`src/rtl/xfr_pkg.sv`:
```
package xfr_pkg;

  typedef enum logic [1:0] {
    ACC_LOAD  = 2'd0,
    ACC_STORE = 2'd1,
    ACC_FETCH = 2'd2,
    ACC_RSVD  = 2'd3
  } acc_kind_e;

  // bit of the status word flagging a store access
  localparam int ESR_STORE_BIT = 10;
  localparam int CODE_W        = 5;

  // 16 perm/data, 17 perm/fetch, 18 miss/data, 19 miss/fetch
  function automatic logic [CODE_W-1:0] fault_code(input logic is_prot,
                                                   input logic is_fetch);
    logic [CODE_W-1:0] c;
    c    = 5'd16;
    c[1] = ~is_prot;
    c[0] = is_fetch;
    return c;
  endfunction

endpackage

```
`src/rtl/xfr_mode_sel.sv`:
```
module xfr_mode_sel (
  input  logic cfg_mmu_present,
  input  logic cfg_full_ver,
  input  logic cfg_ver_mmu,
  input  logic msr_vm,
  output logic xlat_on
);
  logic unit_usable;

  // a full version-register set may veto the configured unit
  always_comb begin
    unit_usable = cfg_mmu_present;
    if (cfg_full_ver && !cfg_ver_mmu) unit_usable = 1'b0;
    xlat_on = unit_usable & msr_vm;
  end
endmodule

```
`src/rtl/xfr_addr_calc.sv`:
```
module xfr_addr_calc #(
  parameter int ADDR_W    = 32,
  parameter int PAGE_BITS = 12
) (
  input  logic [ADDR_W-1:0] addr,
  input  logic              xlat_on,
  input  logic [ADDR_W-1:0] lk_pbase,
  input  logic [ADDR_W-1:0] lk_vbase,
  output logic [ADDR_W-1:0] phys_page
);
  localparam logic [ADDR_W-1:0] OFS_MASK = (ADDR_W'(1) << PAGE_BITS) - ADDR_W'(1);

  function automatic logic [ADDR_W-1:0] page_of(input logic [ADDR_W-1:0] a);
    return a & ~OFS_MASK;
  endfunction

  function automatic logic [ADDR_W-1:0] relocate(input logic [ADDR_W-1:0] a,
                                                 input logic [ADDR_W-1:0] pb,
                                                 input logic [ADDR_W-1:0] vb);
    return pb + (page_of(a) - vb);
  endfunction

  always_comb begin
    if (xlat_on) phys_page = relocate(addr, lk_pbase, lk_vbase);
    else         phys_page = page_of(addr);
  end
endmodule

```
`src/rtl/xfr_status_gen.sv`:
```
module xfr_status_gen
  import xfr_pkg::*;
#(
  parameter int ESR_W = 32
) (
  input  logic             is_prot,
  input  logic [1:0]       kind,
  output logic [ESR_W-1:0] esr_word
);
  logic is_fetch, is_store;

  always_comb begin
    is_fetch = (kind == ACC_FETCH);
    is_store = (kind == ACC_STORE);
    esr_word = '0;
    esr_word[CODE_W-1:0]   = fault_code(is_prot, is_fetch);
    esr_word[ESR_STORE_BIT] = is_store;
  end
endmodule

```
`src/rtl/xfr_fault_track.sv`:
```
module xfr_fault_track (
  input  logic clk,
  input  logic rst_n,
  input  logic fault_ev,
  input  logic exc_taken,
  output logic first_fault,
  output logic recursive,
  output logic pending
);
  logic pending_q;

  always_comb begin
    recursive   = fault_ev & pending_q & ~exc_taken;
    first_fault = fault_ev & ~recursive;
  end

  always_ff @(posedge clk) begin
    if (!rst_n)           pending_q <= 1'b0;
    else if (first_fault) pending_q <= 1'b1;
    else if (exc_taken)   pending_q <= 1'b0;
  end

  assign pending = pending_q;


  pend_clear_chk: assert property (@(posedge clk) disable iff (!rst_n)
    $fell(pending_q) |-> $past(exc_taken));
endmodule

```
`src/rtl/xfr_top.sv`:
```
module xfr_top
  import xfr_pkg::*;
#(
  parameter int ADDR_W    = 32,
  parameter int PAGE_BITS = 12,
  parameter int ESR_W     = 32
) (
  input  logic              clk,
  input  logic              rst_n,
  input  logic              cfg_mmu_present,
  input  logic              cfg_full_ver,
  input  logic              cfg_ver_mmu,
  input  logic              msr_vm,
  input  logic              req_valid,
  input  logic [ADDR_W-1:0] req_addr,
  input  logic [1:0]        req_kind,
  input  logic              lk_hit,
  input  logic              lk_prot,
  input  logic [ADDR_W-1:0] lk_pbase,
  input  logic [ADDR_W-1:0] lk_vbase,
  input  logic              exc_taken,
  output logic              rsp_valid,
  output logic [ADDR_W-1:0] phys_page,
  output logic              pass_thru,
  output logic              fault_stb,
  output logic [ADDR_W-1:0] fault_ear,
  output logic [ESR_W-1:0]  fault_esr,
  output logic              fault_pending,
  output logic              fatal_recur
);
  // internal events brought out for the checks
  logic              xlat_on;
  logic [ADDR_W-1:0] page_calc;
  logic [ESR_W-1:0]  esr_calc;
  logic              fault_ev;
  logic              first_fault;
  logic              recursive;

  xfr_mode_sel u_mode (
    .cfg_mmu_present (cfg_mmu_present),
    .cfg_full_ver    (cfg_full_ver),
    .cfg_ver_mmu     (cfg_ver_mmu),
    .msr_vm          (msr_vm),
    .xlat_on         (xlat_on)
  );

  xfr_addr_calc #(.ADDR_W(ADDR_W), .PAGE_BITS(PAGE_BITS)) u_addr (
    .addr      (req_addr),
    .xlat_on   (xlat_on),
    .lk_pbase  (lk_pbase),
    .lk_vbase  (lk_vbase),
    .phys_page (page_calc)
  );

  xfr_status_gen #(.ESR_W(ESR_W)) u_stat (
    .is_prot  (lk_prot),
    .kind     (req_kind),
    .esr_word (esr_calc)
  );

  assign fault_ev = req_valid & xlat_on & ~lk_hit;

  xfr_fault_track u_track (
    .clk         (clk),
    .rst_n       (rst_n),
    .fault_ev    (fault_ev),
    .exc_taken   (exc_taken),
    .first_fault (first_fault),
    .recursive   (recursive),
    .pending     (fault_pending)
  );

  always_ff @(posedge clk) begin
    if (!rst_n) begin
      rsp_valid   <= 1'b0;
      phys_page   <= '0;
      pass_thru   <= 1'b0;
      fault_stb   <= 1'b0;
      fault_ear   <= '0;
      fault_esr   <= '0;
      fatal_recur <= 1'b0;
    end else begin
      rsp_valid   <= req_valid;
      fault_stb   <= first_fault;
      fatal_recur <= recursive;
      if (req_valid && !fault_ev) begin
        phys_page <= page_calc;
        pass_thru <= ~xlat_on;
      end
      if (first_fault) begin
        fault_ear <= req_addr;
        fault_esr <= esr_calc;
      end
    end
  end


  rsp_timing_chk: assert property (@(posedge clk) disable iff (!rst_n)
    rsp_valid |-> $past(req_valid));

  strobe_excl_chk: assert property (@(posedge clk) disable iff (!rst_n)
    !(fault_stb && fatal_recur));

  recur_hold_chk: assert property (@(posedge clk) disable iff (!rst_n)
    fatal_recur |-> ($stable(fault_ear) && $stable(fault_esr) && fault_pending));

  pend_set_chk: assert property (@(posedge clk) disable iff (!rst_n)
    fault_stb |-> fault_pending);

  code_range_chk: assert property (@(posedge clk) disable iff (!rst_n)
    fault_stb |-> (fault_esr[4] && fault_esr[3:2] == 2'b00));

  store_bit_chk: assert property (@(posedge clk) disable iff (!rst_n)
    fault_stb |-> (fault_esr[ESR_STORE_BIT] == ($past(req_kind) == ACC_STORE)));

  pass_nofault_chk: assert property (@(posedge clk) disable iff (!rst_n)
    (req_valid && !msr_vm) |=> !fault_stb && !fatal_recur);
endmodule

```
`config.mk`:
```
export PLATFORM = sky130hd
export DESIGN_NAME = xfr_top
export DESIGN_NICKNAME = d
export VERILOG_FILES = /design/src/rtl/xfr_pkg.sv /design/src/rtl/xfr_mode_sel.sv /design/src/rtl/xfr_addr_calc.sv /design/src/rtl/xfr_status_gen.sv /design/src/rtl/xfr_fault_track.sv /design/src/rtl/xfr_top.sv
export SDC_FILE = /design/constraint.sdc
export NUM_CORES = 1
export LEC_CHECK = 0
export BUFFER_PORTS_ARGS = -buffer_cell sky130_fd_sc_hd__buf_2
export CORE_MARGIN = 4
export CORE_UTILIZATION = 51
export CTS_CLUSTER_SIZE = 8
export DETAILED_ROUTE_END_ITERATION = 8
export HOLD_SLACK_MARGIN = 0.12
export PLACE_DENSITY = 0.82
export SETUP_SLACK_MARGIN = 0.5
export SLEW_MARGIN = 30
export SYNTH_ARGS = -nofsm -noshare
export SYNTH_HDL_FRONTEND = slang
export SYNTH_SLANG_ARGS = --single-unit
```
`constraint.sdc`:
```
create_clock -name clk -period 3.3 [get_ports clk]
set_input_delay 0.33 -clock clk [delete_from_list [all_inputs] [get_ports clk]]
set_output_delay 0.33 -clock clk [all_outputs]
set_load 0.01 [all_outputs]
```
Word-level counts from Yosys, hierarchy flattened:

Index checks and enable logic that the tools add are counted.

* register bits: 73
* input bits: 108
* output and inout bits: 101
* word-level logic and storage cells: 32

* $add $sub $neg: 2
* eq/ne operators: 2
* multiplexer cells: 4
* bitwise logic cells: 11
* reductions and logical operators: 5

Operator list (count)
* $add A32 B32 Y32: 1
* $mux W32: 1
* $sub A32 B32 Y32: 1
* $and A1 B1 Y1: 6
* $not A1 Y1: 5
* $mux W1: 3
* $eq A2 B1 Y1 const B: 1
* $eq A2 B2 Y1 const B: 1
* $logic_and A1 B1 Y1: 2
* $logic_not A1 Y1: 2
* $reduce_bool A2 Y1: 1

Depth between registers and ports, before layout:

Gate-level depths: netlist (run 1).

* depth after elaboration: 11
* mapped depth: 12
* mapped depth without buffers: 12

By module:

Synthesis (run 1) repeated with hierarchy kept, for this count alone.

* cell total of the unflattened synthesis: 783
* area total of the unflattened synthesis: 6937.9 um^2

By module, submodules not included
* xfr_top: instances 1, cells each 358, area an instance 3854.9 um^2, seq. area each 2001.9 um^2
* xfr_addr_calc: instances 1, cells each 381, area an instance 2753.9 um^2, seq. area each 0.0 um^2
* xfr_status_gen: instances 1, cells each 36, area an instance 259.0 um^2, seq. area each 0.0 um^2
* xfr_fault_track: instances 1, cells each 5, area an instance 53.8 um^2, seq. area each 20.0 um^2
* xfr_mode_sel: instances 1, cells each 3, area an instance 16.3 um^2, seq. area each 0.0 um^2

Worst setup path after synthesis (run 1):

No wires, ideal clock.

* kind: input to register
* start point: input lk_vbase[1]
* end point: register phys_page[13]
* library setup time: 0.086 ns
* arrival: 2.527 ns
* required time: 3.214 ns
* setup slack: 0.688 ns
* stages on the path: 11
* path buffers: 0
* cells stage by stage: inv_1 ha_1 ha_1 fa_1 a21oi_1 and4b_1 or2_1 a21oi_1 o21ai_1 xnor2_1 a211oi_1

* cells in the longest elaborated chain, start to end: 3

RTL lines
* start: declaration: RTL line xfr_top.sv:20 `input logic [ADDR_W-1:0] lk_vbase,`
* $sub A32 B32 Y32: RTL line xfr_addr_calc.sv:20 `return pb + (page_of(a) - vb);`
* $add A32 B32 Y32: RTL line xfr_addr_calc.sv:20
* $mux W32: RTL line xfr_addr_calc.sv:24 `if (xlat_on) phys_page = relocate(addr, lk_pbase, lk_vbase);`
* end signal: assignment: RTL line xfr_top.sv:87 `phys_page <= page_calc;`
* end: declaration: RTL line xfr_top.sv:23 `output logic [ADDR_W-1:0] phys_page,`

No other way between the ends.
A chain may end at the register's enable or synchronous reset.

Final worst setup path (run 1):

* start point: input req_addr[18]
* end point: register phys_page[25]

* cells in the longest elaborated chain, start to end: 3

RTL lines
* start: declaration: RTL line xfr_top.sv:15 `input logic [ADDR_W-1:0] req_addr,`
* $sub A32 B32 Y32: RTL line xfr_addr_calc.sv:20
* $add A32 B32 Y32: RTL line xfr_addr_calc.sv:20
* $mux W32: RTL line xfr_addr_calc.sv:24

No other way between the ends.

==> flow_metrics.tcl, run 1 <==
set metrics [dict create \
    track_usage 0.242 \
    crit_top_cell "inv_1" \
    grt_pass1_vias 5314 \
    stdcell_count 1047 \
    cts_tree "done" \
    start_kind "primary input" \
    yosysSeqAreaShare 0.256 \
    final_nets 1071 \
    synth_flop_cell "dfxtp_1" \
    path_class "in -> reg" \
    fill_cells 1020 \
    fin_skew_ns 0.00983 \
    pin_count 209 \
    outcome "finished, final reports clean" \
    yosysUniqueCellTypes 59 \
    clock.fmax_mhz 378 \
    initialDrtViolationCount 477 \
    clock_latency_ns 0.35 \
    cap_violations 0 \
    endpoint_kind "flip-flop" \
    rows 38 \
    cts-buffers-inserted 9 \
    pwr-share-seq 0.346 \
    final_max_slew_viol_count 0 \
    r2r_slack_ns 1.68 \
    p_clk_frac 0.249 \
    cts_buffer_depth 2 \
    path_delay_family "adder cells" \
    viasPerCell 5.28 \
    p_leak_nw 3.44 \
    die_height_um 114 \
    wire_per_inst_um 15.4 \
    cts_root_buf "clkbuf_8" \
    yosys_warnings 0 \
    period_minus_slack_ns 2.65 \
    tns_ns 0 \
    drc_errors 0 \
    drive_gt1_frac 0.242 \
    overflow 0 \
    power.switching_w 0.00103 \
    hp-class "in -> reg" \
    ys_ff_latch 73 \
    setup_viol 0 \
    rsz0062_at_grt "no" \
    htreeDepth 3 \
    coreArea_sq_mm 0.0109 \
    avgSynthCellArea_sq_um 7.74 \
    slowest_stage "fa_1" \
    path_clk_slew_ns 0.09 \
    grt_max_degree 42 \
    arrival_ns 2.87 \
    clock_sinks 73 \
    intPower_w 0.00166 \
    post-route-cell-area_sq_mm 0.00680 \
    crit_chain "buf_2 -> inv_1 -> fa_1 -> inv_1 -> ha_1 -> nand4_1 -> nor4_2 -> o211ai_1 -> nand3_1 -> o22ai_2 -> xor2_1 -> a21oi_1" \
    synth_edf_count 0 \
    fin_crit_sh 0.803 \
    dp_hpwl_um 12900 \
    regArea_sq_mm 0.00146 \
    synthArstFlopShare 0 \
    cpPeakStageDelay_ns 0.53 \
    drtPass1Iterations 5 \
    port_buffers 180 \
    initial_core_util 0.525 \
    cp_max_fo 8 \
    vias 5529 \
    fp.dieArea_sq_mm 0.0130 \
    antenna_found_initial 1 \
    syn_area_sq_mm 0.00571 \
    path_buf_inv 3 \
    grt_pass1_wl_um 25400 \
    dpl_cell_area_sq_mm 0.00661 \
    wl_um 16100 \
    multiInputGateArea_sq_mm 0.00367 \
    powerDensity_mw_per_mm2 396 \
    worst_pin_slew_ns 0.696 \
    irDropWorstVdd_mv 0.251 \
    place_congestion 0.969 \
    power_frac_comb 0.405 \
    post-place-cells 1030 \
    antenna_left 0 \
    hold_violations 0 \
    die-width_um 114 \
    switching_share 0.382 \
    required_ns 3.52 \
    netlist_instances 738 \
    maxSlewHeadroom 0.536 \
    syn_to_final_growth_pct 19.0 \
]
[power groups by stage]
| stage | registers [W] | logic [W] | clock network, W |
|---|---|---|---|
| 3_3_place_gp | 0.000951 | 0.00106 | 0 |
| 5_1_grt | 0.000935 | 0.00121 | 0.000715 |
| 6_report | 0.000932 | 0.00109 | 0.000670 |
| 3_5_place_dp | 0.000951 | 0.00107 | 0 |
| 2_1_floorplan | 0.000967 | 0.000779 | 0 |
| 4_1_cts | 0.000931 | 0.00108 | 0.000684 |
[registers in the layout, indices dropped and copies added (netlist names)]
signal and count:
fault_ear 32, fault_esr 4, pass_thru 1, rsp_valid 1, u_track.pending 1, fault_stb 1, phys_page 32, fatal_recur 1
[through the flow]
stage          hold WS (ns)  worst slack, ns   util  total power, W
6_report              0.216            0.651  0.624         0.00269
5_1_grt               0.219            0.513  0.624         0.00286
4_1_cts               0.197            0.666  0.624         0.00269
3_5_place_dp          0.441            0.284  0.607         0.00202
3_3_place_gp          0.437            0.301  0.607         0.00201
2_1_floorplan         0.465            0.688      -         0.00175
[logic make-up (layout without fill, tap and decap cells)]
kind of cell               count (synthesis)  count (layout)  share of synthesized area
AOI/OAI and AO/OA                        200             200                      0.240
buffers and inverters                    154             295                      0.122
DFF                                       73              73                      0.256
adders and majority gates                 62              62                      0.162
xor gates and xnor gates                  26              26                     0.0399
muxes                                      4               4                    0.00701
and+or+nand+nor                          218             218                      0.173
other                                      1              29                   0.000657
[cell usage in the layout, fill, tap and decap left out, types with 3 or more instances in the layout]
| master | instances |
|---|---|
| nor3_1 | 10 |
| nand3_1 | 19 |
| fa_1 | 20 |
| nor2b_1 | 13 |
| o21bai_1 | 6 |
| ha_1 | 42 |
| nand2_1 | 111 |
| clkbuf_8 | 11 |
| a21boi_0 | 9 |
| a31oi_1 | 4 |
| inv_1 | 90 |
| buf_4 | 9 |
| o21ai_1 | 13 |
| buf_2 | 180 |
| o21ai_0 | 23 |
| a221oi_1 | 3 |
| nor2_1 | 30 |
| or3_1 | 3 |
| o211ai_1 | 13 |
| a22oi_1 | 9 |
| a211oi_2 | 4 |
| xor2_1 | 12 |
| xnor2_1 | 14 |
| a21o_1 | 10 |
| and2_1 | 7 |
| nand4_1 | 5 |
| nor4_1 | 3 |
| dfxtp_1 | 73 |
| a21oi_1 | 51 |
| a21boi_1 | 26 |
| mux2i_1 | 4 |
| conb_1 | 28 |
| nand2b_1 | 3 |
| o21a_1 | 6 |
[layer usage]
| layer | track usage | routed length, um | vias to the layer above |
|---|---|---|---|
| met3 | 0.0488 | 1400 | 31 |
| met1 | 0.313 | 6960 | 2502 |
| met5 | 0 | 0 | - |
| li1 | - | - | 2758 |
| met4 | 0.0863 | 400 | 0 |
| met2 | 0.402 | 7320 | 238 |
[worst register-to-register path: stages (launching register included)]
cell and delay, ns:
dfxtp_1 0.32, nor2b_1 0.26, nand2b_1 0.36, buf_4 0.35, nand2_1 0.09, a21boi_0 0.17
[synth_stat cells (6+ instances only)]
library cell / number / area share
a21o_1: 10 / 0.013
o21bai_1: 6 / 0.0079
o211ai_1: 13 / 0.017
o21ai_1: 14 / 0.012
o21a_1: 6 / 0.0079
nor2_1: 31 / 0.020
a21boi_1: 26 / 0.034
nand3_1: 19 / 0.017
xnor2_1: 14 / 0.021
a21boi_0: 9 / 0.012
nor2b_1: 14 / 0.015
o21ai_0: 23 / 0.020
dfxtp_1: 73 / 0.26
xor2_1: 12 / 0.018
buf_4: 28 / 0.037
a21oi_1: 51 / 0.045
nand2_1: 111 / 0.073
ha_1: 42 / 0.092
inv_1: 90 / 0.059
clkbuf_1: 24 / 0.016
and2_1: 7 / 0.0077
fa_1: 20 / 0.070
buf_2: 11 / 0.0096
nor3_1: 10 / 0.0088
a22oi_1: 9 / 0.012
[timing repair]
item,CTS,global route
buffers inserted,0,0
setup endpoints to repair,0,2
resized for setup,0,1
hold buffers,0,0
[area by class of cell]
class | count | area share
diodes | 1 | 0.000368
clock inverters | 4 | 0.00405
flip-flops and latches | 73 | 0.215
inverters | 90 | 0.0497
multi-input cells | 538 | 0.540
repair buffers | 189 | 0.142
clock buffers | 12 | 0.0228
well taps | 140 | 0.0258
[worst paths after layout]
kind / start / endpoint / cells past startpoint
max: req_addr[18] / phys_page[25] / 12
min: req_addr[9] / fault_ear[9] / 3
max reg2reg: u_track.pending / fault_ear[10] / 5
min reg2reg: fault_ear[11] / fault_ear[11] / 2
(Power assumes the default switching activity.)
==> run 2, diff against run 1 <==
clock period = 2.6 ns   (was 3.3 ns; I/O delays follow)
==> run 2 against run 1 <==
Critical path depth down 1; final area grew 23%; clock power increased by 70%; non-clock buffer count increased by 79; critical path type unchanged; sequential power grew 27%; cell count is 7.4% higher; first-iteration DRC count rose by 29%; clock skew hardly changed.
==> flow_metrics.tcl, run 2 (same netlist as run 1, synthesis figures left out) <==
set metrics [dict create \
    clock.fmax_mhz 443 \
    regArea_sq_mm 0.00146 \
    highest_layer "met4" \
    required_ns 2.84 \
    p_leak_nw 3.98 \
    multiInputGateArea_sq_mm 0.00449 \
    pin_count 209 \
    final_nets 1150 \
    initial_core_util 0.525 \
    initialDrtViolationCount 614 \
    outcome "finished, final reports clean" \
    antenna_cells 0 \
    layout_common_cells "buf_2, nand2_1, buf_4" \
    dp_hpwl_um 13800 \
    clock_sinks 73 \
    hp-class "in -> reg" \
    drive_gt1_frac 0.429 \
    top_regs "fault_ear x32, phys_page x32, fault_esr x4" \
    grt_pass1_vias 5932 \
    period_minus_slack_ns 2.26 \
    antenna_left 0 \
    start_kind "primary input" \
    irDropWorstVdd_mv 0.325 \
    track_usage 0.272 \
    grt_pass1_wl_um 28600 \
    vias 6187 \
    port_buffers 180 \
    cap_violations 0 \
    rsz0062_at_grt "yes" \
    dp_slack_ns -0.0727 \
    maxSlewHeadroom 0.477 \
    arrival_ns 2.50 \
    setup_viol 0 \
    drc_errors 0 \
    cts-buffers-inserted 9 \
    hold_violations 0 \
    endpoint_kind "flip-flop" \
    place_congestion 0.916 \
    syn_to_final_growth_pct 46.9 \
    drtPass1Iterations 5 \
    path_clk_slew_ns 0.09 \
    cts_tree "done" \
    fill_cells 743 \
    cts_root_buf "clkbuf_8" \
    clock_latency_ns 0.36 \
    wl_met2_um 9070 \
    setup_ws_ns 0.344 \
    wl_um 19300 \
    wl_met1_um 8090 \
    reg2reg_depth 5 \
    grt_max_degree 44 \
    die-width_um 114 \
    utilization 0.771 \
    antenna_found_initial 0 \
    final_common_cell "buf_2" \
    powerDensity_mw_per_mm2 550 \
    p_total_w 0.00461 \
    viasPerCell 5.50 \
    cp_max_fo 5 \
    rows 38 \
    cts_buffer_depth 2 \
    fin_crit_sh 0.868 \
    fp.dieArea_sq_mm 0.0130 \
    final_max_slew_viol_count 0 \
    whs_ns 0.136 \
    htreeDepth 3 \
    met3_length_um 1600 \
    die_height_um 114 \
    overflow 0 \
    worst_pin_slew_ns 0.785 \
    coreArea_sq_mm 0.0109 \
    path_class "in -> reg" \
    wire_per_inst_um 17.1 \
    fin_skew_ns 0.00961 \
    hold_depth 3 \
]
## run 2: changes by cell type in the layout (fill, tap and decap cells not counted), sizes merged
cell	change
bufinv	+3
clkbuf	-2
clkinvlp	+1
diode	-1
inv	+1
buf	+79
clkinv	-3
## run 2: report_power, final
group / total [W] / switching [W] / internal, W / leakage [nW]
combinational: 0.00228 / 0.00122 / 0.00107 / 3.27
sequential: 0.00118 / 0.0000228 / 0.00116 / 0.595
clock: 0.00114 / 0.000500 / 0.000644 / 0.117
## run 2: critical path, stage by stage
cell	delay [ns]
buf_2	0.11
fa_1	0.59
inv_2	0.07
ha_4	0.32
nand2_2	0.12
nor4_4	0.31
a21oi_1	0.12
nand3_1	0.17
o22ai_2	0.11
xor2_1	0.20
a21oi_1	0.11
## run 2: cell type report
| cell class | count | share of cell area |
|---|---|---|
| flip-flops and latches | 73 | 0.174 |
| clock buffers | 10 | 0.0152 |
| well taps | 140 | 0.0209 |
| multi-input cells | 538 | 0.535 |
| repair buffers | 268 | 0.200 |
| inverters | 90 | 0.0412 |
| clock inverters | 6 | 0.0137 |
## run 2: what timing repair did
action,4_1_cts,5_1_grt
endpoints found under the hold margin,0,0
resized for setup,62,73
buffers inserted,13,6
pin swaps,58,63
cloned,0,0
setup endpoints to repair,19,22
hold buffers,0,0
## run 2: routing by layer
metal | vias to the layer above | GRT usage
met1 | 2888 | 0.358
li1 | 2926 | -
met2 | 313 | 0.454
met4 | 0 | 0.0760
met3 | 60 | 0.0541
met5 | - | 0
## run 2: through the flow
| stage | instance area, sq um | std cells | TNS, ns |
|---|---|---|---|
| floorplan | 6160 | 765 | 0 |
| global placement | 7380 | 1090 | -0.0525 |
| detailed placement | 7380 | 1090 | -0.196 |
| CTS | 8050 | 1119 | 0 |
| global route | 8390 | 1125 | 0 |
| finish | 8390 | 1125 | 0 |
## run 2: worst paths after layout
check | slack [ns] | end | from
min | 0.14 | fault_ear[8] | req_addr[8]
max reg2reg | 1.16 | fault_ear[10] | u_track.pending
max | 0.34 | phys_page[25] | lk_vbase[13]
min reg2reg | 0.46 | fault_ear[5] | fault_ear[5]
==> run 3, diff against run 2 <==
CORE_UTILIZATION = 53   (was 51)
CTS_CLUSTER_SIZE = unset   (was 8)
SYNTH_HIERARCHICAL = 1   (was unset)
==> run 3 against run 2 <==
The flow now finishes with violations (setup timing); critical path depth up 3; clock skew down 0.0032 ns; sequential power up 38%; first-iteration DRC count down 43%; critical path type unchanged; final area up 16%; power up 12%; combinational power down 9.6%; largest power group unchanged; global-route usage down 2.4 points; utilization down 0.84 points; clock power up 30%.
==> flow_metrics.tcl, run 3 <==
set metrics [dict create \
    outcome "finished with violations" \
    violations "setup timing" \
    layout_common_cells "buf_2, buf_4, mux2i_1, dfxtp_1, nand2_1" \
    drtPass1Iterations 5 \
    final_common_cell "buf_2" \
    viasPerCell 5.05 \
    ys_ff_latch 101 \
    grt_pass1_wl_um 29900 \
    synth_edf_count 0 \
    initialDrtViolationCount 352 \
    worst_pin_slew_ns 0.616 \
    yosysUniqueCellTypes 66 \
    rows 41 \
    r2r_slack_ns 1.13 \
    path_clk_slew_ns 0.07 \
    syn_to_final_growth_pct 39.8 \
    final_max_slew_viol_count 0 \
    powerDensity_mw_per_mm2 533 \
    yosys.area.top_type_share 0.291 \
    netlist_top_cells_count "dfxtp_1, mux2i_1, nand2_1" \
    post-place-cells 1214 \
    maxSlewHeadroom 0.590 \
    die-width_um 122 \
    synth_area_leaders "dfxtp_1, mux2i_1, ha_1" \
    grt_pass1_vias 6380 \
    yosys_warnings 6 \
    p_leak_nw 4.77 \
    irDropWorstVdd_mv 0.336 \
    arrival_ns 3.14 \
    drive_gt1_frac 0.399 \
    wire_per_inst_um 15.6 \
    htreeDepth 3 \
    setup_viol 17 \
    hold_buffers 0 \
    avgSynthCellArea_sq_um 8.86 \
    die_height_um 122 \
    hold_violations 0 \
    yosysTopAreaCell "dfxtp_1" \
    rsz0062_at_grt "yes" \
    setup_ws_ns -0.247 \
    overflow 0 \
    grt_max_degree 66 \
    pin_count 209 \
    antenna_found_initial 0 \
    netlist_instances 783 \
    wl_um 19600 \
    required_ns 2.89 \
    cp_max_fo 2 \
    clock_sinks 101 \
    period_minus_slack_ns 2.85 \
    synthArstFlopShare 0 \
    drc_errors 0 \
    cts_root_buf "clkbuf_16" \
    utilization 0.762 \
    cts_tree "done" \
    post-route-cell-area_sq_mm 0.00970 \
    dpl_cell_area_sq_mm 0.00876 \
    coreArea_sq_mm 0.0127 \
    top_regs "fault_ear x32, fault_esr x32, phys_page x32" \
    start_kind "primary input" \
    cts-buffers-inserted 9 \
    clock_latency_ns 0.37 \
    final_nets 1249 \
    place_congestion 0.865 \
    clock.fmax_mhz 351 \
    antenna_left 0 \
    dp_hpwl_um 13300 \
    fp.dieArea_sq_mm 0.0150 \
    antenna_cells 0 \
    fin_skew_ns 0.00643 \
    cts_buffer_depth 2 \
    path_class "in -> reg" \
    yosysSeqAreaShare 0.291 \
    syn_area_sq_mm 0.00694 \
    endpoint_kind "flip-flop" \
    fin_crit_sh 1.09 \
    cap_violations 0 \
    hp-class "in -> reg" \
    vias 6341 \
    stdcell_count 1256 \
    track_usage 0.248 \
    synth_flop_cell "dfxtp_1" \
    initial_core_util 0.545 \
    port_buffers 208 \
]
-- run 3: repair_timing --
item,in CTS,in global routing
setup endpoints to repair,21,24
buffers inserted,17,9
resized for setup,53,37
pin swaps,22,23
-- run 3: final timing paths --
kind,from,endpoint,cells past startpoint
max,lk_vbase[13],phys_page[30],14
min,req_addr[0],fault_ear[0],3
max reg2reg,u_track/pending,fault_ear[9],5
min reg2reg,phys_page[11],phys_page[11],2
-- run 3: critical path, stage by stage --
cell	delay, ns
buf_6	0.09
fa_1	0.55
inv_2	0.05
ha_4	0.26
and3_4	0.20
nand2_4	0.05
or4_4	0.51
a21oi_4	0.18
o211ai_2	0.10
and4b_1	0.20
or4_1	0.41
o211ai_2	0.09
nand2_1	0.06
mux2i_1	0.12
-- run 3: cell type report --
| cell class | count | area [sq um] |
|---|---|---|
| multi-input cells | 549 | 4730 |
| fillers | 900 | 3020 |
| repair buffers | 325 | 2040 |
| flip-flops and latches | 101 | 2020 |
| inverters | 93 | 372 |
| clock buffers | 10 | 239 |
| well taps | 172 | 215 |
| clock inverters | 6 | 81.3 |
-- run 3: power by group --
group / total (W) / switching (W) / internal [W]
logic: 0.00206 / 0.00102 / 0.00104
clock network: 0.00148 / 0.000677 / 0.000801
registers: 0.00163 / 0.0000273 / 0.00160
-- run 3: cells by family after synthesis --
logic type | Yosys count | synth area share
simple gates | 227 | 0.168
buf+inv | 160 | 0.117
other cells | 2 | 0.00108
fa+ha+maj | 62 | 0.133
flops | 101 | 0.291
xor+xnor | 22 | 0.0278
compound gates | 105 | 0.111
mux | 104 | 0.151
-- run 3: metal layers --
metal | vias to the layer above | track usage | share of wire
li1 | 3117 | - | -
met1 | 2954 | 0.283 | 0.40
met2 | 224 | 0.460 | 0.52
met3 | 46 | 0.0378 | 0.058
met4 | 0 | 0.0994 | 0.029
met5 | - | 0 | 0
-- run 3: metrics by stage --
step | worst slack, ns | setup TNS, ns | hold slack (ns) | total power, W
after CTS | -0.144 | -0.409 | 0.156 | 0.00502
after detailed placement | -0.628 | -8.23 | 0.448 | 0.00334
after global routing | -0.333 | -4.25 | 0.171 | 0.00542
after floorplan | -0.351 | -2.10 | 0.378 | 0.00277
final | -0.247 | -2.40 | 0.164 | 0.00517
after global placement | -0.591 | -7.45 | 0.440 | 0.00331
